`src/rtl/qtdc_pkg.sv`:
```
package qtdc_pkg;

  // Index of the lowest set bit among the first n bits of v (0 if none).
  function automatic int unsigned qtdc_first_high(logic [31:0] v, int unsigned n);
    int unsigned idx;
    idx = 0;
    for (int i = 31; i >= 0; i--) begin
      if (i < int'(n) && v[i]) idx = i;
    end
    return idx;
  endfunction

  // Timestamp value: coarse count scaled by the phase count plus the fine code.
  function automatic longint unsigned qtdc_stamp(longint unsigned coarse,
                                                 int unsigned fine,
                                                 int unsigned nph);
    return coarse * nph + fine;
  endfunction

endpackage

```
`src/rtl/qtdc_phase_front.sv`:
```
module qtdc_phase_front #(
  parameter int NPH    = 4,
  parameter int FINE_W = $clog2(NPH)
) (
  input  logic              clk,
  input  logic              rst_n,
  input  logic [NPH-1:0]    phase_in,
  output logic [NPH-1:0]    samp_q,
  output logic              armed_q,
  output logic              hit_fire,
  output logic [FINE_W-1:0] hit_fine
);
  import qtdc_pkg::*;

  logic any_high;
  logic all_low;

  // Reset value all-high: the channel must see a real low before it arms.
  always_ff @(posedge clk) begin
    if (!rst_n) begin
      samp_q  <= '1;
      armed_q <= 1'b0;
    end else begin
      samp_q <= phase_in;
      if (all_low)       armed_q <= 1'b1;
      else if (hit_fire) armed_q <= 1'b0;
    end
  end

  assign any_high = |samp_q;
  assign all_low  = ~any_high;
  assign hit_fire = armed_q & any_high;
  assign hit_fine = FINE_W'(qtdc_first_high(32'(samp_q), NPH));

endmodule

```
`src/rtl/qtdc_coarse.sv`:
```
module qtdc_coarse #(
  parameter int COARSE_W = 12
) (
  input  logic                clk,
  input  logic                rst_n,
  output logic [COARSE_W-1:0] coarse_now,
  output logic [COARSE_W-1:0] coarse_at_samp
);
  // coarse_at_samp is the count that was current when samp_q was captured.
  always_ff @(posedge clk) begin
    if (!rst_n) begin
      coarse_now     <= '0;
      coarse_at_samp <= '0;
    end else begin
      coarse_now     <= coarse_now + 1'b1;
      coarse_at_samp <= coarse_now;
    end
  end
endmodule

```
`src/rtl/qtdc_fifo.sv`:
```
module qtdc_fifo #(
  parameter int DW    = 18,
  parameter int DEPTH = 4,
  parameter int OVF_W = 8
) (
  input  logic             clk,
  input  logic             rst_n,
  input  logic             push_req,
  input  logic [DW-1:0]    push_data,
  output logic             out_valid,
  input  logic             out_ready,
  output logic [DW-1:0]    out_data,
  output logic             fifo_full,
  output logic             hit_drop,
  output logic [OVF_W-1:0] ovf_count
);
  localparam int AW = (DEPTH > 1) ? $clog2(DEPTH) : 1;
  localparam logic [AW:0] DEPTH_C = (AW+1)'(DEPTH);
  localparam logic [OVF_W-1:0] OVF_MAX = '1;

  logic [DW-1:0] mem [DEPTH];
  logic [AW-1:0] wr_ptr, rd_ptr;
  logic [AW:0]   level;
  logic          push_ok, pop;

  assign fifo_full = (level == DEPTH_C);
  assign push_ok   = push_req & ~fifo_full;
  assign hit_drop  = push_req &  fifo_full;
  assign out_valid = (level != '0);
  assign pop       = out_valid & out_ready;
  assign out_data  = mem[rd_ptr];

  function automatic logic [AW-1:0] ptr_next(logic [AW-1:0] p);
    return (p == AW'(DEPTH - 1)) ? '0 : p + 1'b1;
  endfunction

  always_ff @(posedge clk) begin
    if (!rst_n) begin
      wr_ptr    <= '0;
      rd_ptr    <= '0;
      level     <= '0;
      ovf_count <= '0;
    end else begin
      if (push_ok) begin
        mem[wr_ptr] <= push_data;
        wr_ptr      <= ptr_next(wr_ptr);
      end
      if (pop) rd_ptr <= ptr_next(rd_ptr);
      case ({push_ok, pop})
        2'b10:   level <= level + 1'b1;
        2'b01:   level <= level - 1'b1;
        default: level <= level;
      endcase
      if (hit_drop && ovf_count != OVF_MAX) ovf_count <= ovf_count + 1'b1;
    end
  end
endmodule

```
`src/rtl/qtdc_channel.sv`:
```
module qtdc_channel #(
  parameter int NPH        = 4,
  parameter int COARSE_W   = 12,
  parameter int CHAN_W     = 4,
  parameter int CHAN_ID    = 0,
  parameter int FIFO_DEPTH = 4,
  parameter int OVF_W      = 8,
  localparam int FINE_W    = $clog2(NPH),
  localparam int TS_W      = COARSE_W + FINE_W,
  localparam int DW        = CHAN_W + TS_W
) (
  input  logic             clk,
  input  logic             rst_n,
  input  logic [NPH-1:0]   phase_in,
  output logic             out_valid,
  input  logic             out_ready,
  output logic [DW-1:0]    out_data,
  output logic [OVF_W-1:0] ovf_count
);
  import qtdc_pkg::*;

  logic [NPH-1:0]      samp_q;
  logic                armed_q;
  logic                hit_fire;
  logic [FINE_W-1:0]   hit_fine;
  logic [COARSE_W-1:0] coarse_now;
  logic [COARSE_W-1:0] coarse_at_samp;
  logic                fifo_full;
  logic                hit_drop;
  logic [TS_W-1:0]     stamp;
  logic [DW-1:0]       word;

  qtdc_phase_front #(.NPH(NPH), .FINE_W(FINE_W)) u_front (
    .clk(clk), .rst_n(rst_n), .phase_in(phase_in), .samp_q(samp_q),
    .armed_q(armed_q), .hit_fire(hit_fire), .hit_fine(hit_fine)
  );

  qtdc_coarse #(.COARSE_W(COARSE_W)) u_coarse (
    .clk(clk), .rst_n(rst_n), .coarse_now(coarse_now),
    .coarse_at_samp(coarse_at_samp)
  );

  assign stamp = TS_W'(qtdc_stamp(longint'(coarse_at_samp), int'(hit_fine), NPH));
  assign word  = {CHAN_W'(CHAN_ID), stamp};

  qtdc_fifo #(.DW(DW), .DEPTH(FIFO_DEPTH), .OVF_W(OVF_W)) u_fifo (
    .clk(clk), .rst_n(rst_n), .push_req(hit_fire), .push_data(word),
    .out_valid(out_valid), .out_ready(out_ready), .out_data(out_data),
    .fifo_full(fifo_full), .hit_drop(hit_drop), .ovf_count(ovf_count)
  );

endmodule

```
`config.mk`:
```
export PLATFORM = sky130hd
export DESIGN_NAME = qtdc_channel
export DESIGN_NICKNAME = d
export VERILOG_FILES = /design/src/rtl/qtdc_pkg.sv /design/src/rtl/qtdc_phase_front.sv /design/src/rtl/qtdc_coarse.sv /design/src/rtl/qtdc_fifo.sv /design/src/rtl/qtdc_channel.sv
export SDC_FILE = /design/constraint.sdc
export NUM_CORES = 1
export LEC_CHECK = 0
export BUFFER_PORTS_ARGS = -buffer_cell sky130_fd_sc_hd__buf_2
export CAP_MARGIN = 20
export CORE_MARGIN = 2
export CORE_UTILIZATION = 35
export CTS_BUF_LIST = sky130_fd_sc_hd__clkbuf_4
export DETAILED_ROUTE_END_ITERATION = 10
export SYNTH_ARGS = -nofsm -noshare
export SYNTH_HDL_FRONTEND = slang
export SYNTH_HIERARCHICAL = 1
export SYNTH_SLANG_ARGS = --single-unit
```
`constraint.sdc`:
```
create_clock -name clk -period 3.5 [get_ports clk]
set_input_delay 0.525 -clock clk [delete_from_list [all_inputs] [get_ports clk]]
set_output_delay 0.525 -clock clk [all_outputs]
set_load 0.005 [all_outputs]
```
* Word-level counts from Yosys, hierarchy flattened
Memories as Yosys holds them, arrays and structs flattened. A register that Yosys moved wholly into a read port is not among the register bits.
Cells that the tools add are included.
** Storage, ports and cells
- Logic and storage cells :: 46
- Memory bits (writable) :: 56
- Flip-flop bits (word level) :: 44
- Input bits :: 7
- Memories :: 1
- Output and inout port bits :: 27
** Operators by class
- $add $sub $neg :: 7
- Reduce and logical (&&, ||, !) cells :: 4
- Bitwise operators :: 5
- Equal/unequal tests :: 7
- Mux-type cells :: 14
** Memories
- u_fifo.mem :: words 4, width 14, read ports 1, clocked after memory_dff 1, write ports 1, line qtdc_fifo.sv:21 : logic [DW-1:0] mem [DEPTH];
** Operators with widths (count)
- 2-bit two-way mux :: 8
- 14-bit by 2-bit adder with 14-bit output :: 1
- 12-bit by 1-bit adder with 12-bit output (second input constant) :: 1
- 8-bit by 1-bit adder with 8-bit output (second input constant) :: 1
- 8-bit != test (second input constant) :: 1
- 2-bit equality test (second input constant) :: 3
- 3-bit case mux with 2 select lines :: 1
- 1-bit two-way mux :: 5
- 2-bit by 1-bit adder with 2-bit output (second input constant) :: 2
- 1-bit AND :: 4
- 4-bit OR reduction :: 1
- 3-bit by 1-bit adder with 3-bit output (second input constant) :: 1
- 3-bit equality test (second input constant) :: 1
- 3-bit nonzero test :: 1
- 3-bit by 1-bit subtractor with 3-bit output (second input constant) :: 1
- 2-bit by 1-bit equality test with 1-bit output (second input constant) :: 1
- 2-bit by 1-bit != test with 1-bit output (second input constant) :: 1
- 2-bit nonzero test :: 1
- 1-bit logical AND :: 1
- 1-bit inverter :: 1

* Longest topological paths before layout
- Word-level depth :: 6
- Depth in mapped cells :: 10
- Gate-level depth less buffers :: 10

* By module
The synthesis kept the hierarchy.
** Modules (own cells, without submodules)
- qtdc_fifo :: seq. area each 2502.4 sq um, cells an instance 193, area an instance 3464.6 sq um, instances 1
- qtdc_coarse :: seq. area each 480.5 sq um, cells an instance 79, area an instance 824.5 sq um, instances 1
- qtdc_phase_front :: seq. area each 100.1 sq um, cells an instance 17, area an instance 173.9 sq um, instances 1
- qtdc_channel :: seq. area each 0.0 sq um, cells an instance 1, area an instance 3.8 sq um, instances 1

* Worst setup path before layout
OpenSTA, ideal clock, no wires.
- Path type :: reg-to-reg
- Start :: register u_fifo.level[0]
- End :: register u_fifo.level[2]
- Stages on the path, launching flop included :: 10
- Setup slack :: 1202 ps
- Data required time :: 3429 ps
- Buffers on the path :: 0
- Setup time :: 71 ps
- Period minus slack after synthesis :: 2298 ps
- Arrival :: 2227 ps
- Path through :: dfxtp_1 or3b_1 and2_1 inv_2 ha_1 inv_1 fa_1 xor2_1 or3_2 a21oi_1
** On the way
- Longest elaborated chain between the ends :: 5
- Elaborated cells on any way between the ends :: 11
- Those cells by class :: add/sub (2); eq/ne (3); mux (1); bitwise (3); reduce/logical (2)
** Ends and longest elaborated chain
- start: declaration :: line qtdc_fifo.sv:23 : logic [AW:0] level;
- start signal: assignment :: line qtdc_fifo.sv:50 : 2'b10: level <= level + 1'b1;
- start signal: assignment :: line qtdc_fifo.sv:51 : 2'b01: level <= level - 1'b1;
- start signal: assignment :: line qtdc_fifo.sv:52 : default: level <= level;
- 3-bit equality test :: line qtdc_fifo.sv:26 : assign fifo_full = (level == DEPTH_C);
- 1-bit inverter :: line qtdc_fifo.sv:27 : assign push_ok = push_req & ~fifo_full;
- 1-bit AND :: line qtdc_fifo.sv:27
- 2-bit by 1-bit equality test with 1-bit output / 2-bit equality test (equally long branches) :: line qtdc_fifo.sv:49 : case ({push_ok, pop})
- 3-bit case mux with 2 select lines / 2-bit nonzero test (equally long branches)
Parallel ways exist; a longest one is shown, timed or not.
A chain may end at the register's enable or synchronous reset.

* Worst setup path in the final report
Ends and elaborated chain as after synthesis.

==> summary.txt <==
CTS sink count = 118
CTS tree = done
Antenna Violating Nets Remaining = 0
CP endpoint kind = flip-flop
sequential share of power = 57.8%
clock latency on the worst-skew pair = 0.50 ns
worst vdd ir = 182 uV
cell count after synthesis = 289
yosys warns = 6
Hold Path Class = in2reg
internal cell power = 1990 uW
post-cts sizing count = 0
WP depth = 9
mean post-synth cell area = 15.4 sq um
Comb pwr share = 1.1%
Layout Nets = 370
initial antenna violation count = 1
Routed WL = 7530 um
setup_tns = 0 ns
static leakage = 0.00187 uW
GRT Total Usage = 12.2%
initial core utilization = 35.7%
minimum clock period = 2.47 ns
worst slew pin tran = 1.01 ns
Longest Clk Path Bufs = 2
CP arrival = 2.90 ns
CP max stage delay = 0.42 ns
H-tree levels = 4
NetSw = 565 uW
Die Ht = 117 um
Num CTS Buffers = 17
Via density = 4.56
final hold vios = 0
final setup vio count = 0
Register Area = 3080 sq um
Die W = 117 um
hold_buf cts = 0
vias in the first global route = 2,476
critical-path cell list = or3b_1, and2_1, inv_2, ha_1, inv_1, fa_1, xor2_1, or3_2, a21oi_1
root buffer cell = clkbuf_4
area of the core = 12,500 sq um
Max-Cap Viols = 0
Worst R2R Path Depth = 9
Buf+Inv Stages, Crit Path = 2
RSZ-0062 raised after global routing = false
run status = finished, final reports clean
number of port buffers = 33
DRT Pass-1 Iters = 4
DP HPWL = 4720 um
area delta synth->final = 17.0%
filler cell count in the final layout = 1,187
DRC violations left = 0
clock power share = 41.1%
row cnt = 41
clock skew = 0.0178 ns
Setup crit start kind = flip-flop
first-pass GRT wire length = 12,300 um
CP max FO = 6
maximum clock rate = 0.405 GHz
Final Power = 2560 uW
Multi-input gate area = 1350 sq um
Switching Share = 22.1%
Initial DRC Count = 149
largest net degree at the start of global routing = 27
relative slew slack = 31.8%
final slew viol count = 0
Crit-path slowest cell = or3_2
Worst Setup Path Type = reg2reg
die area = 13,700 sq um
period utilization = 70.5%
Synth Cell Area = 4460 sq um
# IOs = 34
global route overflow = 0
hold depth = 2
Power Density = 489 nW/um^2
critical path's top delay family = simple AND/OR/NAND/NOR gates
layout cells sized above 1 = 29.4%
vias post-DR = 2,465
drt wl/cell = 13.9 um
clock slew at reported path FFs = 0.11 ns
gpl congestion = 0.750
Worst EP required = 3.93 ns
Post-CTS Repair Setup Buffers = 0
[cell type report]
class                   instances  share of cell area, %
flip-flops and latches        118                   59.0
multi-input cells             166                   25.9
well taps                     172                   4.12
repair buffers                 39                   4.02
clock inverters                15                   3.62
clock buffers                  17                   2.44
inverters                      12                  0.862
diodes                          1                 0.0479
[state kept, by name, summed over array words and instances (netlist names), named ones only]
name / flops
u_coarse/coarse_now: 12
u_front/armed_q: 1
u_fifo/wr_ptr: 2
u_front/samp_q: 4
u_coarse/coarse_at_samp: 12
u_fifo/rd_ptr: 2
u_fifo/mem: 72
u_fifo/level: 3
u_fifo/ovf_count: 8
[final timing paths]
kind / start / endpoint / slack [ns]
worst max-delay path: u_fifo/level[0]$_SDFFE_PN0P_ / u_fifo/level[2]$_SDFFE_PN0P_ / 1.03
worst max register to register: u_fifo/level[0]$_SDFFE_PN0P_ / u_fifo/level[2]$_SDFFE_PN0P_ / 1.03
worst min register to register: u_coarse/coarse_now[0]$_SDFF_PN0_ / u_coarse/coarse_now[0]$_SDFF_PN0_ / 0.47
worst min-delay path: phase_in[1] / u_front/samp_q[1]$_SDFF_PN1_ / 0.22
[cells in the final DEF (no fill, tap or decap), drive strengths merged, types with 2 or more instances in the layout]
cell type and count:
a21oi 13, inv 18, nand4 3, mux4 18, clkinv 4, a31oi 2
conb 16, xor2 6, clkbuf 17, or3 8, nand2b 5, dfxtp 46
clkinvlp 2, o21ai 9, buf 39, bufinv 3, and3 6, nor2 16
edfxtp 72, nand2 10, nand3 10, nor3 3, mux2 3, nor4 2
a211oi 2, ha 8, and2 17
[per-stage QoR]
stage | worst slack [ns] | util, % | instance area [sq um] | hold slack, ns | cells
final | 1.03 | 41.7 | 5220 | 0.220 | 540
after global routing | 0.837 | 41.7 | 5220 | 0.160 | 540
after CTS | 0.943 | 41.7 | 5220 | 0.150 | 539
after detailed placement | 1.06 | 39.2 | 4900 | 0.455 | 507
after global placement | 1.14 | 39.2 | 4900 | 0.449 | 507
after floorplan | 1.23 | - | 4520 | 0.436 | 304
[power by group through the flow]
stage | Combinational [uW] | Clock, uW | Sequential [uW]
CTS | 28.3 | 1090 | 1480
global placement | 27.3 | 0 | 1510
detailed placement | 28.2 | 0 | 1510
global route | 33.4 | 1150 | 1480
floorplan | 17.6 | 0 | 1510
finish | 27.8 | 1050 | 1480
[metal layers]
layer  part of all wire, %  GRT usage [%]
met4                  0.72           5.88
met1                    44           14.0
met5                     0              0
met3                   3.9           4.07
met2                    51           20.6
Note: power is estimated with default switching activity, not from simulation.
